## src/rtl/tsr_pkg.sv

```systemverilog
package tsr_pkg;

   typedef enum logic [2:0] {
      RS_IDLE,
      RS_UP_FIRST,
      RS_LO,
      RS_UP_AGAIN,
      RS_CMP
   } rd_state_t;

   typedef enum logic [1:0] {
      WS_IDLE,
      WS_LO,
      WS_HI
   } wr_state_t;

   typedef enum logic {
      HALF_LO = 1'b0,
      HALF_HI = 1'b1
   } half_sel_t;

   localparam int NUM_HALVES = 2;

endpackage

```

## src/rtl/tsr_counter.sv

```systemverilog
module tsr_counter
   import tsr_pkg::*;
#(
   parameter int HALF_W = 32
) (
   input  logic                  clk,
   input  logic                  rst_n,
   input  logic                  tick_en,
   input  logic                  jump_en,
   input  logic [2*HALF_W-1:0]   jump_val,
   input  logic [NUM_HALVES-1:0] hw_en,
   input  logic [HALF_W-1:0]     hw_data,
   input  half_sel_t             sel,
   output logic [HALF_W-1:0]     half_q
);

   localparam int FULL_W = NUM_HALVES * HALF_W;

   logic [FULL_W-1:0] full_val;
   logic [FULL_W-1:0] full_inc;

   assign full_inc = full_val + {{(FULL_W-1){1'b0}}, 1'b1};

   generate
      if (HALF_W < 2) begin : g_bad_width
         $error("tsr_counter: HALF_W must be at least 2");
      end

      for (genvar h = 0; h < NUM_HALVES; h++) begin : g_half
         logic [HALF_W-1:0] q;

         always_ff @(posedge clk) begin
            if (!rst_n) begin
               q <= '0;
            end else if (jump_en) begin
               q <= jump_val[h*HALF_W +: HALF_W];
            end else if (hw_en[h]) begin
               q <= hw_data;
            end else if (tick_en) begin
               q <= full_inc[h*HALF_W +: HALF_W];
            end
         end

         assign full_val[h*HALF_W +: HALF_W] = q;
      end
   endgenerate

   always_ff @(posedge clk) begin
      if (!rst_n) begin
         half_q <= '0;
      end else begin
         half_q <= (sel == HALF_HI) ? full_val[FULL_W-1 -: HALF_W]
                                    : full_val[HALF_W-1:0];
      end
   end

endmodule

```

## src/rtl/tsr_set_seq.sv

```systemverilog
module tsr_set_seq
   import tsr_pkg::*;
#(
   parameter int HALF_W = 32
) (
   input  logic                  clk,
   input  logic                  rst_n,
   input  logic                  set_req,
   input  logic [2*HALF_W-1:0]   set_val,
   output logic                  set_busy,
   output logic [NUM_HALVES-1:0] hw_en,
   output logic [HALF_W-1:0]     hw_data
);

   wr_state_t           state_q;
   logic [2*HALF_W-1:0] val_q;

   always_ff @(posedge clk) begin
      if (!rst_n) begin
         state_q <= WS_IDLE;
         val_q   <= '0;
      end else begin
         unique case (state_q)
            WS_IDLE: if (set_req) begin
               state_q <= WS_LO;
               val_q   <= set_val;
            end
            WS_LO:   state_q <= WS_HI;
            WS_HI:   state_q <= WS_IDLE;
            default: state_q <= WS_IDLE;
         endcase
      end
   end

   always_comb begin
      hw_en   = '0;
      hw_data = val_q[HALF_W-1:0];
      if (state_q == WS_LO) begin
         hw_en[0] = 1'b1;
      end else if (state_q == WS_HI) begin
         hw_en[1] = 1'b1;
         hw_data  = val_q[2*HALF_W-1 -: HALF_W];
      end
   end

   assign set_busy = (state_q != WS_IDLE);

endmodule

```

## src/rtl/tsr_read_seq.sv

```systemverilog
module tsr_read_seq
   import tsr_pkg::*;
#(
   parameter int HALF_W    = 32,
   parameter int MAX_TRIES = 10,
   parameter int ATT_W     = $clog2(MAX_TRIES + 1)
) (
   input  logic                clk,
   input  logic                rst_n,
   input  logic                rd_req,
   input  logic [HALF_W-1:0]   half_q,
   output half_sel_t           sel,
   output logic                rd_busy,
   output logic                rd_done,
   output logic                rd_warn,
   output logic [2*HALF_W-1:0] rd_val,
   output logic [ATT_W-1:0]    tries
);

   localparam logic [ATT_W-1:0] TRY_LIMIT = ATT_W'(MAX_TRIES);
   localparam logic [ATT_W-1:0] TRY_ONE   = ATT_W'(1);

   generate
      if (MAX_TRIES < 1) begin : g_bad_tries
         $error("tsr_read_seq: MAX_TRIES must be at least 1");
      end
   endgenerate

   rd_state_t         state_q;
   logic [HALF_W-1:0] ref_q;
   logic [HALF_W-1:0] low_q;
   logic [ATT_W-1:0]  att_q;
   logic              settled;
   logic              finish;

   assign settled = (half_q == ref_q);
   assign finish  = settled || (att_q == TRY_LIMIT);

   always_comb begin
      unique case (state_q)
         RS_UP_FIRST: sel = HALF_HI;
         RS_LO:       sel = HALF_LO;
         RS_UP_AGAIN: sel = HALF_HI;
         RS_CMP:      sel = HALF_LO;
         default:     sel = HALF_HI;
      endcase
   end

   always_ff @(posedge clk) begin
      if (!rst_n) begin
         state_q <= RS_IDLE;
         ref_q   <= '0;
         low_q   <= '0;
         att_q   <= '0;
         rd_done <= 1'b0;
         rd_warn <= 1'b0;
         rd_val  <= '0;
      end else begin
         rd_done <= 1'b0;
         unique case (state_q)
            RS_IDLE: if (rd_req) begin
               state_q <= RS_UP_FIRST;
               att_q   <= TRY_ONE;
            end
            RS_UP_FIRST: state_q <= RS_LO;
            RS_LO: begin
               ref_q   <= half_q;
               state_q <= RS_UP_AGAIN;
            end
            RS_UP_AGAIN: begin
               low_q   <= half_q;
               state_q <= RS_CMP;
            end
            RS_CMP: begin
               if (finish) begin
                  rd_val  <= {half_q, low_q};
                  rd_warn <= !settled;
                  rd_done <= 1'b1;
                  state_q <= RS_IDLE;
               end else begin
                  ref_q   <= half_q;
                  att_q   <= att_q + TRY_ONE;
                  state_q <= RS_UP_AGAIN;
               end
            end
            default: state_q <= RS_IDLE;
         endcase
      end
   end

   assign rd_busy = (state_q != RS_IDLE);
   assign tries   = att_q;

endmodule

```

## src/rtl/ts_coherent_reader.sv

```systemverilog
module ts_coherent_reader
   import tsr_pkg::*;
#(
   parameter int HALF_W    = 32,
   parameter int MAX_TRIES = 10
) (
   input  logic                clk,
   input  logic                rst_n,
   input  logic                tick_en,
   input  logic                jump_en,
   input  logic [2*HALF_W-1:0] jump_val,
   input  logic                set_req,
   input  logic [2*HALF_W-1:0] set_val,
   output logic                set_busy,
   input  logic                rd_req,
   output logic                rd_busy,
   output logic                rd_done,
   output logic                rd_warn,
   output logic [2*HALF_W-1:0] rd_val
);

   localparam int ATT_W = $clog2(MAX_TRIES + 1);

   logic [NUM_HALVES-1:0] hw_en;
   logic [HALF_W-1:0]     hw_data;
   logic [HALF_W-1:0]     half_q;
   half_sel_t             sel;
   logic [ATT_W-1:0]      tries;

   tsr_set_seq #(.HALF_W(HALF_W)) i_setseq (
      .clk      (clk),
      .rst_n    (rst_n),
      .set_req  (set_req),
      .set_val  (set_val),
      .set_busy (set_busy),
      .hw_en    (hw_en),
      .hw_data  (hw_data)
   );

   tsr_counter #(.HALF_W(HALF_W)) i_counter (
      .clk      (clk),
      .rst_n    (rst_n),
      .tick_en  (tick_en),
      .jump_en  (jump_en),
      .jump_val (jump_val),
      .hw_en    (hw_en),
      .hw_data  (hw_data),
      .sel      (sel),
      .half_q   (half_q)
   );

   tsr_read_seq #(.HALF_W(HALF_W), .MAX_TRIES(MAX_TRIES), .ATT_W(ATT_W)) i_rdseq (
      .clk     (clk),
      .rst_n   (rst_n),
      .rd_req  (rd_req),
      .half_q  (half_q),
      .sel     (sel),
      .rd_busy (rd_busy),
      .rd_done (rd_done),
      .rd_warn (rd_warn),
      .rd_val  (rd_val),
      .tries   (tries)
   );

endmodule

```

## config.mk

```make
export PLATFORM = sky130hd
export DESIGN_NAME = ts_coherent_reader
export DESIGN_NICKNAME = d
export VERILOG_FILES = /design/src/rtl/tsr_pkg.sv /design/src/rtl/tsr_counter.sv /design/src/rtl/tsr_set_seq.sv /design/src/rtl/tsr_read_seq.sv /design/src/rtl/ts_coherent_reader.sv
export SDC_FILE = /design/constraint.sdc
export NUM_CORES = 1
export LEC_CHECK = 0
export ABC_AREA = 1
export BUFFER_PORTS_ARGS = -buffer_cell sky130_fd_sc_hd__buf_2
export CELL_PAD_IN_SITES_DETAIL_PLACEMENT = 1
export CELL_PAD_IN_SITES_GLOBAL_PLACEMENT = 1
export CORE_MARGIN = 2
export CORE_UTILIZATION = 44
export CTS_CLUSTER_DIAMETER = 60
export DETAILED_ROUTE_END_ITERATION = 10
export GPL_TIMING_DRIVEN = 0
export PLACE_DENSITY = 0.9
export SYNTH_ARGS = -nofsm -noshare
export SYNTH_HDL_FRONTEND = slang
export SYNTH_SLANG_ARGS = --single-unit
```

## constraint.sdc

```tcl
create_clock -name clk -period 4.57 [get_ports clk]
set_input_delay 0.914 -clock clk [delete_from_list [all_inputs] [get_ports clk]]
set_output_delay 0.914 -clock clk [all_outputs]
set_load 0.05 [all_outputs]
```

* Word level (Yosys, flattened, before mapping) *
Cells that the tools add are included.

cells by class
  add/subtract/negate cells = 2
  equal/unequal tests = 11
  muxes and demuxes = 23
  reductions and logical operators = 16

operators by type and width
  cell                     number
  $mux W32                 10
  $add A64 B1 Y64 const B  1
  $pmux W32 S2             1
  $eq A32 B32 Y1           1
  $pmux W3 S5              1
  $reduce_bool A3 Y1       3
  $mux W4                  2
  $pmux W4 S2              1
  $reduce_and A2 Y1        4
  $eq A3 B2 Y1 const B     2
  $ne A2 B2 Y1 const B     3
  $reduce_bool A2 Y1       3
  $add A4 B1 Y4 const B    1
  $eq A4 B4 Y1 const B     1
  $mux W1                  4
  $mux W2                  2
  $pmux W2 S2              1
  $eq A3 B1 Y1 const B     1
  $eq A3 B3 Y1 const B     1
  $logic_not A3 Y1         1
  $mux W3                  1
  $reduce_and A3 Y1        1
  $eq A2 B1 Y1 const B     1
  $eq A2 B2 Y1 const B     1
  other kinds (4)          4

storage, ports and cells
  register bits = 299
  input port bits = 134
  output and inout bits = 68
  logic and storage cells = 64

* Longest topological paths before layout *
  depth after elaboration = 5
  mapped depth = 15
  gate-level depth less buffers = 13

* Hierarchy *
Synthesis repeated with hierarchy kept, for this count alone.

second synthesis, totals
  cell total of the unflattened synthesis = 2414
  area, all modules = 15368.5 um2

modules (own cells, without submodules)
  module        times used  cells each  area each (um2)  seq. area each (um2)
  tsr_counter   1           1140        6521.3           1921.8
  tsr_read_seq  1           741         5552.8           2742.6
  tsr_set_seq   1           533         3294.4           1321.3

* Worst setup path after synthesis *
No wires, ideal clock.

  path kind = input-to-reg
  start point = input port jump_en
  end point = register i_counter.g_half[0].q[10]
  setup time = 0.132 ns
  arrival time = 1.829 ns
  data required time = 4.438 ns
  slack = 2.609 ns
  cell stages on the path = 7
  path buffers = 1
  cell sequence = nor2_1 -> inv_1 -> nor2_1 -> clkbuf_1 -> nor2_1 -> o21ai_0 -> a21oi_1

on the way
  cells in the longest elaborated chain, start to end = 1
  elaborated cells on any way between the ends = 2
  those cells by class = mux: 1; reduce/logical: 1

ends and longest elaborated chain
  element                                                                 RTL line                  source
  from (decl)                                                             ts_coherent_reader.sv:10  input logic jump_en,
  $reduce_bool A3 Y1 (no source line) / $mux W32 (equally long branches)  -
  to (signal assigned)                                                    tsr_counter.sv:36         q <= jump_val[h*HALF_W +: HALF_W];
  to (signal assigned)                                                    tsr_counter.sv:38         q <= hw_data;
  to (signal assigned)                                                    tsr_counter.sv:40         q <= full_inc[h*HALF_W +: HALF_W];
  to (decl)                                                               tsr_counter.sv:30         logic [HALF_W-1:0] q;

Several ways; a longest one is shown, not always the timed one.
A chain may end at the register's enable or synchronous reset.

==> reports/summary.log <==
INFO  timing         max-slew-margin-rel=33.9%
INFO  drt            wirelength=58400um
INFO  timing         crit_share_post_route=60.7%
INFO  drt            postRouteAntennaNets=0
INFO  clock_network  sinks_on_clock_net=299
INFO  power          pwr-share-clk=41.0%
INFO  finish         most-common-layout-cells=nor2_1, nand2_1, dfxtp_1, o21ai_0, buf_2
INFO  critical_path  worst-r2r-setup-slack=2.15ns
INFO  critical_path  critPathKind=input port to register
INFO  power          cellLeakagePower=0.00732uW
INFO  drt            vias=15478
INFO  power          power.switching_fraction=30.1%
INFO  clock_network  tritoncts_clock_tree=done
INFO  die            ioPinCount=202
INFO  drt            dr.first_iter.drc_count=710
INFO  critical_path  critPathMaxStageDelay=0.80ns
INFO  timing         timing.final.hold_violations=0
INFO  power          p_seq_share=43.7%
INFO  clock_network  post_cts_resized=0
INFO  power          power_report.internal_total=4790uW
INFO  clock_network  cts_hold_buffers=0
INFO  min_path       min-delay-start=i_setseq.val_q[40]
INFO  timing         finalClockSkew=0.0185ns
INFO  global_route   grt_pass1_wl=89000um
INFO  clock_network  cts-root-to-sink-buffers=3
INFO  min_path       min_to=i_setseq.val_q[40]
INFO  finish         commonest_non_fill_non_tap_cell_in_the_layout=nor2_1
INFO  run            maxCapViolCount=0
INFO  global_route   grt-busiest-layer=met2
INFO  synth          syn_warnings=0
INFO  finish         area_delta_synth_final=18.7%
INFO  finish         final_core_util=52.8%
INFO  power          vdd.ir_drop.worst=231uV
INFO  die            die_x=185um
INFO  power          logic_gate_share_of_total_power=15.3%
INFO  placement      finalWeightedCongestion=0.995
INFO  clock_network  cts_setup_buffers=0
INFO  clock_network  worst_skew_pair.late_latency=0.53ns
INFO  clock_network  ctsHtreeMaxLevel=2
INFO  critical_path  timing.critical_path.mode_cell=clkbuf_1
INFO  clock_network  cts_made_buffers=35
INFO  drt            drc_errors=0
INFO  finish         stdcell_count=2897
INFO  global_route   grt_overflow_total=0
INFO  critical_path  timing.rr.end=i_counter.g_half[1].q[27]
INFO  drt            detail_route.first_pass.iterations=5
INFO  placement      place_inst=2833
INFO  power          total_switching_power=2070uW
INFO  synth          synth.avg_cell_area=6.58um2
INFO  critical_path  cp.required=5.02ns
INFO  clock_network  worst_setup_hold_path_clk_slew=0.05ns
INFO  power          powerDensity=401nW/um2
INFO  synth          mappedNetlistNets=2328
INFO  clock_network  clk_root_buffer_cell=clkbuf_16
INFO  placement      io_buffer_count=200
INFO  critical_path  critPathMaxFanout=10
INFO  global_route   grt_max_degree=15
INFO  min_path       whs_path_depth=2
INFO  timing         finalMaxSlewViolations=0
INFO  drt            average_via_count_per_standard_cell=5.34
INFO  synth          syn-instance-count=2191
INFO  critical_path  critPathArrivalTime=3.22ns
INFO  synth          synth.ff_latch_count=299
INFO  die            design.die.area=34200um2
INFO  critical_path  end_kind=register
INFO  die            num_rows=66
INFO  placement      dp_hpwl=45400um
INFO  timing         worstMarginPinSlew=0.991ns
INFO  timing         timing.setup.tns=0ns
INFO  die            core_area=32400um2
INFO  critical_path  ordered_cell_list_for_the_critical_path=clkbuf_1 > clkbuf_1 > clkbuf_1 > o21ai_0 > nor2_1
INFO  timing         period_minus_slack=2.77ns
INFO  drt            wire_per_inst=20.2um
INFO  global_route   groute.layer.met2.usage=64.1%
INFO  global_route   grt.total_usage=34.0%
INFO  critical_path  r2r_cells=7
INFO  critical_path  r2r-start=i_setseq.state_q[0]
INFO  global_route   met3_usage=4.23%
INFO  timing         fmax=360MHz
INFO  synth          synth_seq_area_share=41.5%
INFO  power          totalPowerFinal=6850uW
INFO  global_route   grt_pass1_vias=16149
INFO  run_status     result_of_the_run=complete, no violations
INFO  min_path       hold_path_class=register to register
INFO  finish         final_layout_size_suffix_gt1_share=13.0%
INFO  global_route   number_of_antenna_violations_at_the_first_check_in_global_routing=4
INFO  die            floorplan.die.height=185um
INFO  finish         finalNetCount=2565
INFO  global_route   gr-usage-met1=38.4%
INFO  synth          post_synth_num_cell_types=30
INFO  die            start_util=44.5%
INFO  critical_path  start_kind=input port
INFO  critical_path  critPathSlowestCell=clkbuf_1
INFO  synth          area_of_the_mapped_netlist=14400um2
INFO  timing         grt_setup_unrepaired=false
INFO  timing         timing.final.setup_violations=0
[cell usage after synthesis, drive strengths merged]
library cell | n | share of area, %
nand3b | 26 | 1.4
o211ai | 1 | 0.052
a21oi | 143 | 5.0
or2 | 2 | 0.087
a221o | 1 | 0.069
nand2 | 446 | 12
o21ai | 260 | 9.0
nor2 | 595 | 16
ha | 3 | 0.26
a21o | 1 | 0.052
buf | 21 | 1.2
inv | 133 | 3.5
o21bai | 17 | 0.89
dfxtp | 299 | 42
clkbuf | 99 | 2.6
xnor2 | 28 | 1.7
xor2 | 24 | 1.5
nand3 | 80 | 2.8
nand4 | 9 | 0.39
clkinv | 3 | 0.078
[per-stage QoR]
stage | setup WS, ns | instance area, um2 | hold slack [ns]
after floorplan | 2.61 | 14400 | 0.424
final | 1.80 | 17100 | 0.449
after global placement | 1.48 | 16000 | 0.437
after detailed placement | 1.42 | 16000 | 0.444
after CTS | 1.96 | 17100 | 0.452
after global routing | 1.83 | 17100 | 0.466
[cells by family after synthesis]
| group | after synthesis | share of synthesized area, % |
|---|---|---|
| xor+xnor | 52 | 3.16 |
| compound gates | 423 | 15.1 |
| fa+ha+maj | 3 | 0.261 |
| flops | 299 | 41.5 |
| simple gates | 1158 | 32.6 |
| buf+inv | 256 | 7.32 |
[worst max-delay path by stage]
stage,depth (start not counted),from,to
6_report,5,rst_n,i_setseq.val_q[36]
5_1_grt,5,rst_n,i_setseq.val_q[50]
4_1_cts,7,jump_en,i_counter.g_half[1].q[17]
3_5_place_dp,5,rst_n,i_setseq.val_q[36]
3_3_place_gp,7,jump_en,i_counter.g_half[0].q[31]
2_1_floorplan,7,jump_en,i_counter.g_half[0].q[10]
[metal layers]
| layer | up-vias | part of all wire, % |
|---|---|---|
| met4 | 0 | 4.0 |
| met1 | 7476 | 40 |
| met5 | - | 0 |
| li1 | 7438 | - |
| met2 | 437 | 51 |
| met3 | 127 | 4.7 |
[critical path: cells and delay by family]
kind / cells / cell delay, ns
buffers and inverters: 3 / 1.92
AOI/OAI and AO/OA: 1 / 0.23
and+or+nand+nor: 1 / 0.14
[final cells by class]
| cell class | instances | area [um2] |
|---|---|---|
| diodes | 3 | 7.51 |
| plain buffers | 120 | 544 |
| clock buffers | 48 | 975 |
| clock inverters | 13 | 155 |
| fillers | 4436 | 15300 |
| inverters | 136 | 510 |
| multi-input cells | 1636 | 7370 |
| flip-flops and latches | 299 | 5990 |
| well taps | 442 | 553 |
| repair buffers | 200 | 1000 |
[state kept, by name, indices dropped and copies added (netlist names)]
name                count
i_counter.g_half.q     64
i_counter.half_q       32
i_rdseq.low_q          32
i_rdseq.rd_done         1
i_rdseq.rd_val         64
i_rdseq.rd_warn         1
i_rdseq.ref_q          32
i_rdseq.state_q         3
i_rdseq.tries           4
i_setseq.state_q        2
i_setseq.val_q         64
[power by group through the flow]
stage / Clock, uW / Combinational (uW) / Sequential, uW
after detailed placement: 0 / 1020 / 3040
after CTS: 2840 / 1040 / 2980
after floorplan: 0 / 674 / 2970
final: 2810 / 1050 / 2990
after global routing: 2930 / 1160 / 3010
after global placement: 0 / 972 / 3030
No activity file was read; power rests on OpenSTA's default activity.
